`config.mk`:
```
export PLATFORM = sky130hd
export DESIGN_NAME = xcvr_flag_ctrl
export DESIGN_NICKNAME = d
export VERILOG_FILES = /design/src/rtl/xcvr_flag_ctrl.sv
export SDC_FILE = /design/constraint.sdc
export NUM_CORES = 1
export LEC_CHECK = 0
export BUFFER_PORTS_ARGS = -buffer_cell sky130_fd_sc_hd__buf_2
export CORE_UTILIZATION = 55
export CTS_BUF_LIST = sky130_fd_sc_hd__clkbuf_2 sky130_fd_sc_hd__clkbuf_4 sky130_fd_sc_hd__clkbuf_8
export DETAILED_ROUTE_END_ITERATION = 16
export PLACE_DENSITY_LB_ADDON = 0.25
export REMOVE_ABC_BUFFERS = 1
export SYNTH_ARGS = -nofsm -noshare
export SYNTH_HDL_FRONTEND = slang
export SYNTH_SLANG_ARGS = --single-unit
```
`constraint.sdc`:
```
create_clock -name clk -period 1.3 [get_ports clk]
set_clock_uncertainty 0.05 [all_clocks]
set_input_delay 0.13 -clock clk [delete_from_list [all_inputs] [get_ports clk]]
set_output_delay 0.13 -clock clk [all_outputs]
set_load 0.03 [all_outputs]
```
`src/rtl/xcvr_flag_ctrl.sv`:
```
module xcvr_flag_ctrl #(
  parameter int WAKE_FILT  = 4,
  parameter int BUS_FILT   = 6,
  parameter int UV_WAIT    = 10,
  parameter int SLEEP_HOLD = 5,
  parameter int EDGE_LIMIT = 4
) (
  input  logic clk,
  input  logic rst_n,
  input  logic mode_sel,
  input  logic mode_en,
  input  logic txd,
  input  logic rxd,
  input  logic wake_in,
  input  logic bat_pwon_low,
  input  logic supply_uv,
  input  logic local_fail_in,
  input  logic bus_fail_in,
  output logic status_n,
  output logic sleep_req,
  output logic inhibit
);
  localparam int WW = $clog2(WAKE_FILT + 1);
  localparam int BW = $clog2(BUS_FILT + 1);
  localparam int UW = $clog2(UV_WAIT + 1);
  localparam int GW = $clog2(SLEEP_HOLD + 1);
  localparam int EW = $clog2(EDGE_LIMIT + 1);

  typedef enum logic [2:0] {M_STBY, M_GOSLP, M_LISTEN, M_NORM, M_SLEEP} mode_t;

  mode_t op_mode, mode_nx, pin_mode;
  logic wake_ref, bat_low_seen, txd_q, from_norm;
  logic wake_flag, wsrc_flag, pwon_flag, lf_flag, bus_flag, uv_flag;
  logic [WW-1:0] wk_cnt;
  logic [BW-1:0] bus_cnt;
  logic [UW-1:0] uv_cnt;
  logic [GW-1:0] gs_cnt;
  logic [EW-1:0] edge_cnt;
  logic sel_flag;

  assign pin_mode = mode_sel ? (mode_en ? M_NORM : M_LISTEN)
                             : (mode_en ? M_GOSLP : M_STBY);

  wire wk_diff    = wake_in != wake_ref;
  wire local_req  = wk_diff && (wk_cnt == WW'(WAKE_FILT - 1));
  wire remote_req = !rxd && (bus_cnt == BW'(BUS_FILT - 1));
  wire wake_req   = local_req || remote_req;
  wire uv_run     = uv_flag && (uv_cnt != UW'(UV_WAIT));
  wire pwon_set   = bat_low_seen && !bat_pwon_low;
  wire wake_ok    = (op_mode == M_STBY || op_mode == M_GOSLP || op_mode == M_SLEEP) && !uv_run;
  wire wake_set   = wake_req && wake_ok;
  wire uv_clr     = pwon_set || (uv_flag && !uv_run && wake_req);
  wire enter_norm = (mode_nx == M_NORM) && (op_mode != M_NORM);
  wire leave_norm = (mode_nx != M_NORM) && (op_mode == M_NORM);
  wire gs_done    = (gs_cnt == GW'(SLEEP_HOLD - 1));

  always_comb begin
    if (uv_flag)
      mode_nx = M_SLEEP;
    else if (op_mode == M_SLEEP)
      mode_nx = (wake_flag || pwon_flag || pin_mode == M_NORM || pin_mode == M_LISTEN)
                ? pin_mode : M_SLEEP;
    else if (op_mode == M_GOSLP && pin_mode == M_GOSLP && gs_done && !wake_flag && !pwon_flag)
      mode_nx = M_SLEEP;
    else
      mode_nx = pin_mode;
  end

  always_ff @(posedge clk or negedge rst_n) begin
    if (!rst_n) begin
      op_mode   <= M_STBY;
      gs_cnt    <= '0;
      from_norm <= 1'b0;
    end else begin
      op_mode <= mode_nx;
      if (op_mode == M_GOSLP && pin_mode == M_GOSLP) begin
        if (!gs_done) gs_cnt <= gs_cnt + 1'b1;
      end else
        gs_cnt <= '0;
      if (mode_nx == M_LISTEN && op_mode != M_LISTEN)
        from_norm <= (op_mode == M_NORM);
    end
  end

  always_ff @(posedge clk or negedge rst_n) begin
    if (!rst_n) begin
      wake_ref <= 1'b0;
      wk_cnt   <= '0;
      bus_cnt  <= '0;
    end else begin
      if (!wk_diff)
        wk_cnt <= '0;
      else if (local_req) begin
        wk_cnt   <= '0;
        wake_ref <= wake_in;
      end else
        wk_cnt <= wk_cnt + 1'b1;
      if (rxd)
        bus_cnt <= '0;
      else if (bus_cnt != BW'(BUS_FILT))
        bus_cnt <= bus_cnt + 1'b1;
    end
  end

  always_ff @(posedge clk or negedge rst_n) begin
    if (!rst_n) begin
      uv_flag      <= 1'b0;
      uv_cnt       <= '0;
      bat_low_seen <= 1'b0;
      pwon_flag    <= 1'b1;
    end else begin
      if (uv_clr) begin
        uv_flag <= 1'b0;
        uv_cnt  <= '0;
      end else begin
        if (supply_uv) uv_flag <= 1'b1;
        if (uv_run) uv_cnt <= uv_cnt + 1'b1;
      end
      if (bat_pwon_low) bat_low_seen <= 1'b1;
      else if (pwon_set) bat_low_seen <= 1'b0;
      if (enter_norm) pwon_flag <= 1'b0;
      else if (pwon_set) pwon_flag <= 1'b1;
    end
  end

  always_ff @(posedge clk or negedge rst_n) begin
    if (!rst_n) begin
      wake_flag <= 1'b0;
      wsrc_flag <= 1'b0;
      bus_flag  <= 1'b0;
      lf_flag   <= 1'b0;
      txd_q     <= 1'b1;
      edge_cnt  <= '0;
    end else begin
      txd_q <= txd;
      if (enter_norm) wake_flag <= 1'b0;
      else if (wake_set) wake_flag <= 1'b1;
      if (leave_norm) wsrc_flag <= 1'b0;
      else if (wake_set && local_req) wsrc_flag <= 1'b1;
      if (enter_norm) bus_flag <= 1'b0;
      else if (bus_fail_in) bus_flag <= 1'b1;
      if (local_fail_in) lf_flag <= 1'b1;
      else if (enter_norm || (!rxd && txd)) lf_flag <= 1'b0;
      if (enter_norm)
        edge_cnt <= '0;
      else if (op_mode == M_NORM && !txd_q && txd && edge_cnt != EW'(EDGE_LIMIT))
        edge_cnt <= edge_cnt + 1'b1;
    end
  end

  always_comb begin
    case (op_mode)
      M_NORM:   sel_flag = (edge_cnt == EW'(EDGE_LIMIT)) ? bus_flag : wsrc_flag;
      M_LISTEN: sel_flag = from_norm ? pwon_flag : lf_flag;
      default:  sel_flag = wake_flag;
    endcase
  end

  assign status_n  = !sel_flag;
  assign sleep_req = (op_mode == M_SLEEP);
  assign inhibit   = (op_mode != M_SLEEP);

  AST_EDGE_SAT: assert property (@(posedge clk) disable iff (!rst_n)
    edge_cnt <= EW'(EDGE_LIMIT));
  AST_WAKE_MODE: assert property (@(posedge clk) disable iff (!rst_n)
    $rose(wake_flag) |-> ($past(op_mode) != M_NORM && $past(op_mode) != M_LISTEN));
  AST_PWON_NORM: assert property (@(posedge clk) disable iff (!rst_n)
    (op_mode == M_NORM && $past(op_mode) != M_NORM) |-> !pwon_flag);
  AST_NO_SLEEP_PWON: assert property (@(posedge clk) disable iff (!rst_n)
    (op_mode == M_SLEEP && $past(op_mode) == M_GOSLP && !$past(uv_flag)) |-> !$past(pwon_flag));
  AST_UV_SLEEP: assert property (@(posedge clk) disable iff (!rst_n)
    uv_flag |=> sleep_req);
  AST_WAKE_BLOCK: assert property (@(posedge clk) disable iff (!rst_n)
    $rose(wake_flag) |-> !$past(uv_run));
endmodule

```
* Word level (Yosys, flattened, before mapping)
Index checks and enable logic that the tools add are counted.
Cells by class: add/subtract/negate cells 5, multipliers 0, divide/modulo/power cells 0, order comparisons 0, eq/ne operators 22, shift operators 0, multiplexer cells 34, bitwise gates (word level) 0, reductions and logical operators 47
Operators with widths (count):
- 3-bit two-way mux | 12
- 1-bit logical AND | 20
- 2-bit nonzero test | 10
- 1-bit two-way mux | 18
- 3-bit by 2-bit equality test with 1-bit output, second input constant | 5
- 3-bit by 1-bit adder with 3-bit output, second input constant | 4
- 3-bit equality test, second input constant | 4
- 3-bit by 2-bit != test with 1-bit output, second input constant | 3
- 3-bit != test, second input constant | 3
- 1-bit logical OR | 8
- 4-bit two-way mux | 2
- 1-bit zero test | 7
- 4-bit by 1-bit adder with 4-bit output, second input constant | 1
- 2-bit equality test, second input constant | 2
- 4-bit != test, second input constant | 1
- 3-bit by 1-bit equality test with 1-bit output, second input constant | 1
- 3-bit zero test | 1
- 2-bit by 1-bit equality test with 1-bit output, second input constant | 1
- 2-bit two-way mux | 1
- 2-bit != test, second input constant | 1
- 1-bit case mux with 2 select lines | 1
- 2-bit AND reduction | 1
- 1-bit != test | 1
Storage, ports and cells: bits in registers 29, latch bits 0, RAM bits 0, bits in read-only memories 0, input bits 11, output and inout bits 3, word-level logic and storage cells 124, memories kept 0

* Longest topological paths before layout
word-level depth 15, depth in mapped cells 6, gate-level depth less buffers 6

* Worst setup path after synthesis
No wires, ideal clock.
path type flip-flop to output port, start point register edge_cnt[0], end point output port status_n, arrival 1.278 ns, path slack -0.158 ns, stages on the path, launching flop included 7, buffers on the path 0, cell sequence dfrtp_1 -> inv_1 -> ha_1 -> nand2_1 -> nand2_1 -> a311oi_1 -> a21oi_1
On the way: longest elaborated chain between the ends 4
RTL lines:
- from (decl) | line 38 | logic [EW-1:0] edge_cnt;
- from (signal assigned) | line 147 | edge_cnt <= edge_cnt + 1'b1;
- 3-bit equality test | line 153 | M_NORM: sel_flag = (edge_cnt == EW'(EDGE_LIMIT)) ? bus_flag : wsrc_flag;
- 1-bit two-way mux | line 153
- 1-bit case mux with 2 select lines | line 152 | case (op_mode)
- 1-bit zero test | line 159 | assign status_n = !sel_flag;
- to (decl) | line 19 | output logic status_n,
Every way passes these cells.

* Final worst setup path
Ends and elaborated chain as after synthesis.

==> flow_metrics.env <==
export IMPL_outcome="finished with violations"
export IMPL_violations="negative setup slack"
export IMPL_ir_worst_vdd_uv=1241
export IMPL_p_seq_share_pct=44.4
export IMPL_antenna_found_initial=0
export IMPL_synthAdderAreaFrac_pct=8.237
export IMPL_ys_top_cells_by_area="dfrtp_1 (44%), ha_1 (8.2%), nor2_1 (4.7%)"
export IMPL_nFillCells=151
export IMPL_rows=18
export IMPL_path_cells="inv_2 > ha_4 > nand2_2 > nand2_2 > a311oi_2 > a21oi_1 > buf_4"
export IMPL_cp_max_fo=3
export IMPL_detailed_place_hpwl_um=2109
export IMPL_p_leak_nw=0.9974
export IMPL_drt_iter0_drc=27
export IMPL_synthFlopType="dfrtp_1"
export IMPL_cpMostUsedCell="nand2_2"
export IMPL_endpoint_kind="output port"
export IMPL_combPwrFrac_pct=33.9
export IMPL_min_period_ns=1.702
export IMPL_synthTopCellsByCount="dfrtp_1 (27), nor2_1 (19), nand2_1 (15)"
export IMPL_seqCellArea_um2=730.7
export IMPL_core_mm2=0.002545
export IMPL_hold_violations=0
export IMPL_syn_to_final_growth_pct=36.16
export IMPL_ys_seq_elements=29
export IMPL_yosysTopAreaCell="dfrtp_1"
export IMPL_synth_top_family_by_area="simple AND/OR/NAND/NOR gates"
export IMPL_syn_inst=149
export IMPL_wl_um=3332
export IMPL_relSlewSlack_pct=57.28
export IMPL_max_freq_mhz=587.5
export IMPL_port_buffers=13
export IMPL_cts_tree="yes"
export IMPL_cts_buffers=5
export IMPL_cap_violations=0
export IMPL_vias_per_cell=5.524
export IMPL_netSwitchingPower_mw=0.8734
export IMPL_critPathSlowestCell="dfrtp_1"
export IMPL_async_reset_ff_share_pct=100.0
export IMPL_pre_cts_ws_ns=-0.2514
export IMPL_path_class="reg2out"
export IMPL_chipWidth_um=54.55
export IMPL_cp_depth=7
export IMPL_clock_latency_ns=0.33
export IMPL_gp_congestion=0.7362
export IMPL_drive_gt1_share_pct=43.15
export IMPL_final_cell_count_no_fill=227
export IMPL_r2r_setup_slack_ns=-0.04
export IMPL_synthMostInstantiatedCell="dfrtp_1"
export IMPL_cp_start_kind="register"
export IMPL_internal_power_mw=1.820
export IMPL_dp_cells=204
export IMPL_clock_path_buffers=2
export IMPL_yosysTopAreaCellShare_pct=44.48
export IMPL_grt_pass1_wl_um=5023
export IMPL_netlist_area_mm2=0.001519
export IMPL_fin_ws_ns=-0.4022
export IMPL_grt_pass1_vias=1252
export IMPL_drv_slew=0
export IMPL_wl_per_cell_um=14.68
export IMPL_nNetsFinal=218
export IMPL_power_density_mw_per_mm2=1302
export IMPL_crit_family="flip-flops"
export IMPL_vias=1254
export IMPL_start_util_pct=59.69
export IMPL_yosysUniqueCellTypes=43
export IMPL_fp_dieArea_mm2=0.002976
export IMPL_path_clk_slew_ns=0.09
export IMPL_cts_sinks=29
export IMPL_reg2reg_to="edge_cnt[1]$_DFFE_PN0P_"
export IMPL_period_share_pct=130.9
export IMPL_dieHeight_um=54.55
export IMPL_yosys_area_share_simple_pct=24.88
export IMPL_overflow=0
export IMPL_synth_compound_area_share_pct=11.53
export IMPL_diodes=0
export IMPL_synth_avg_cell_area_um2=10.19
export IMPL_drc=0
export IMPL_path_buf_inv=2
export IMPL_yosys_warnings=0
export IMPL_synth_edf_count=0
export IMPL_drtPass1Iterations=4
export IMPL_cp_arrival_ns=1.52
export IMPL_grt_max_degree=30
export IMPL_clkPwrFrac_pct=21.7
export IMPL_slowest_delay_ns=0.40
export IMPL_boundaryPins=14
export IMPL_worst_slew_pin_slew_ns=0.6408
export IMPL_critical_path_required_ns=1.12
export IMPL_hold_path_class="in2reg"
export IMPL_reg2regPathDepth=6
export IMPL_finalSetupViolCount=8
export IMPL_ys_seq_area_share_pct=47.94
export IMPL_synthXorXnorAreaFrac_pct=3.377
export IMPL_endpoint="status_n"
export IMPL_root_buffer="clkbuf_4"
export IMPL_synth_mux_area_share_pct=0
export IMPL_ant_nets=0
export IMPL_htreeDepth=2
export IMPL_crit_start="edge_cnt[0]$_DFFE_PN0P_"
export IMPL_grt_use_total_pct=24.84
export IMPL_p_sw_share_pct=32.43
export IMPL_r2r_start="edge_cnt[0]$_DFFE_PN0P_"
export IMPL_multi_input_area_um2=867.1
export IMPL_rsz0062_at_grt="true"
==> sequential cells by signal, indices dropped and copies added (netlist names), 3 cells and up <==
register / flops
bus_cnt: 3
uv_cnt: 4
edge_cnt: 3
op_mode: 3
gs_cnt: 3
wk_cnt: 3
==> stage by stage <==
step	utilization (%)	total power [mW]	hold WS [ns]	cell area, µm²	setup TNS [ns]
4_1_cts	77.53	2.600	0.01370	1973	-0.8618
6_report	81.27	2.694	0.04416	2068	-0.9069
2_1_floorplan	-	1.587	-0.2156	1499	-0.3811
3_5_place_dp	67.36	1.886	0.1408	1714	-0.9600
5_1_grt	81.27	2.856	0.04037	2068	-1.561
3_3_place_gp	67.36	1.843	0.1286	1714	-0.3733
==> power groups by stage <==
stage               Clock (mW)  Combinational [mW]  Sequential, mW
detailed placement           0               0.708            1.18
floorplan                    0               0.412            1.17
CTS                      0.601               0.826            1.17
finish                   0.585               0.912            1.20
global route             0.629                1.01            1.21
global placement             0               0.674            1.17
==> per-layer routing <==
| metal | part of all wire (%) | routed length, µm | up-vias | global-route usage [%] |
|---|---|---|---|---|
| li1 | - | - | 599 | - |
| met1 | 43 | 1423 | 623 | 27.63 |
| met2 | 52 | 1745 | 24 | 42.89 |
| met3 | 3.3 | 111 | 8 | 6.111 |
| met4 | 1.6 | 52 | 0 | 14.10 |
| met5 | 0 | 0 | - | 0 |
==> layout by cell type (no fill, tap or decap), drive strengths merged, types with 5 or more instances in the layout <==
cell type    count
dlygate4sd3      8
nand3b           5
clkbuf           7
o21ai            5
a21oi            9
inv             11
nand2           15
ha              10
buf             36
dfrtp           27
nor2            23
==> layout make-up <==
type | count | area share [%]
Inverter | 11 | 1.996
Timing Repair Buffer | 44 | 16.09
Tap cell | 30 | 1.815
Sequential cell | 29 | 35.33
Multi-Input combinational cell | 106 | 41.92
Clock buffer | 7 | 2.843
==> cell families after synthesis <==
kind of cell	count (synthesis)
compound gates	24
xor+xnor	5
fa+ha+maj	10
buf+inv	14
flops	29
simple gates	67
==> how the worst min path moves through the flow <==
stage          startpoint                       end  depth (start not counted)  slack, ns
2_1_floorplan       rst_n  bat_low_seen$_DFFE_PN0P_                          0      -0.22
3_3_place_gp        rst_n   edge_cnt[2]$_DFFE_PN0P_                          1       0.13
3_5_place_dp        rst_n   edge_cnt[2]$_DFFE_PN0P_                          1       0.14
4_1_cts           mode_en      op_mode[0]$_DFF_PN0_                          3       0.01
5_1_grt          mode_sel      op_mode[1]$_DFF_PN0_                          2       0.04
6_report          mode_en      op_mode[0]$_DFF_PN0_                          3       0.04
==> what timing repair did <==
action                                 in CTS  in global routing
setup buffers                               5                  3
hold buffers                                8                  0
resized for setup                          22                 15
pin swaps                                   8                  8
endpoints found under the hold margin      36                  0
setup endpoints to repair                  12                 20
cloned                                      0                  0
==> worst min-delay path, delay by kind of cell <==
family | cells | cell delay (ns)
buf+inv | 2 | 0.22
simple gates | 1 | 0.05
No activity file was read; power rests on OpenSTA's default activity.
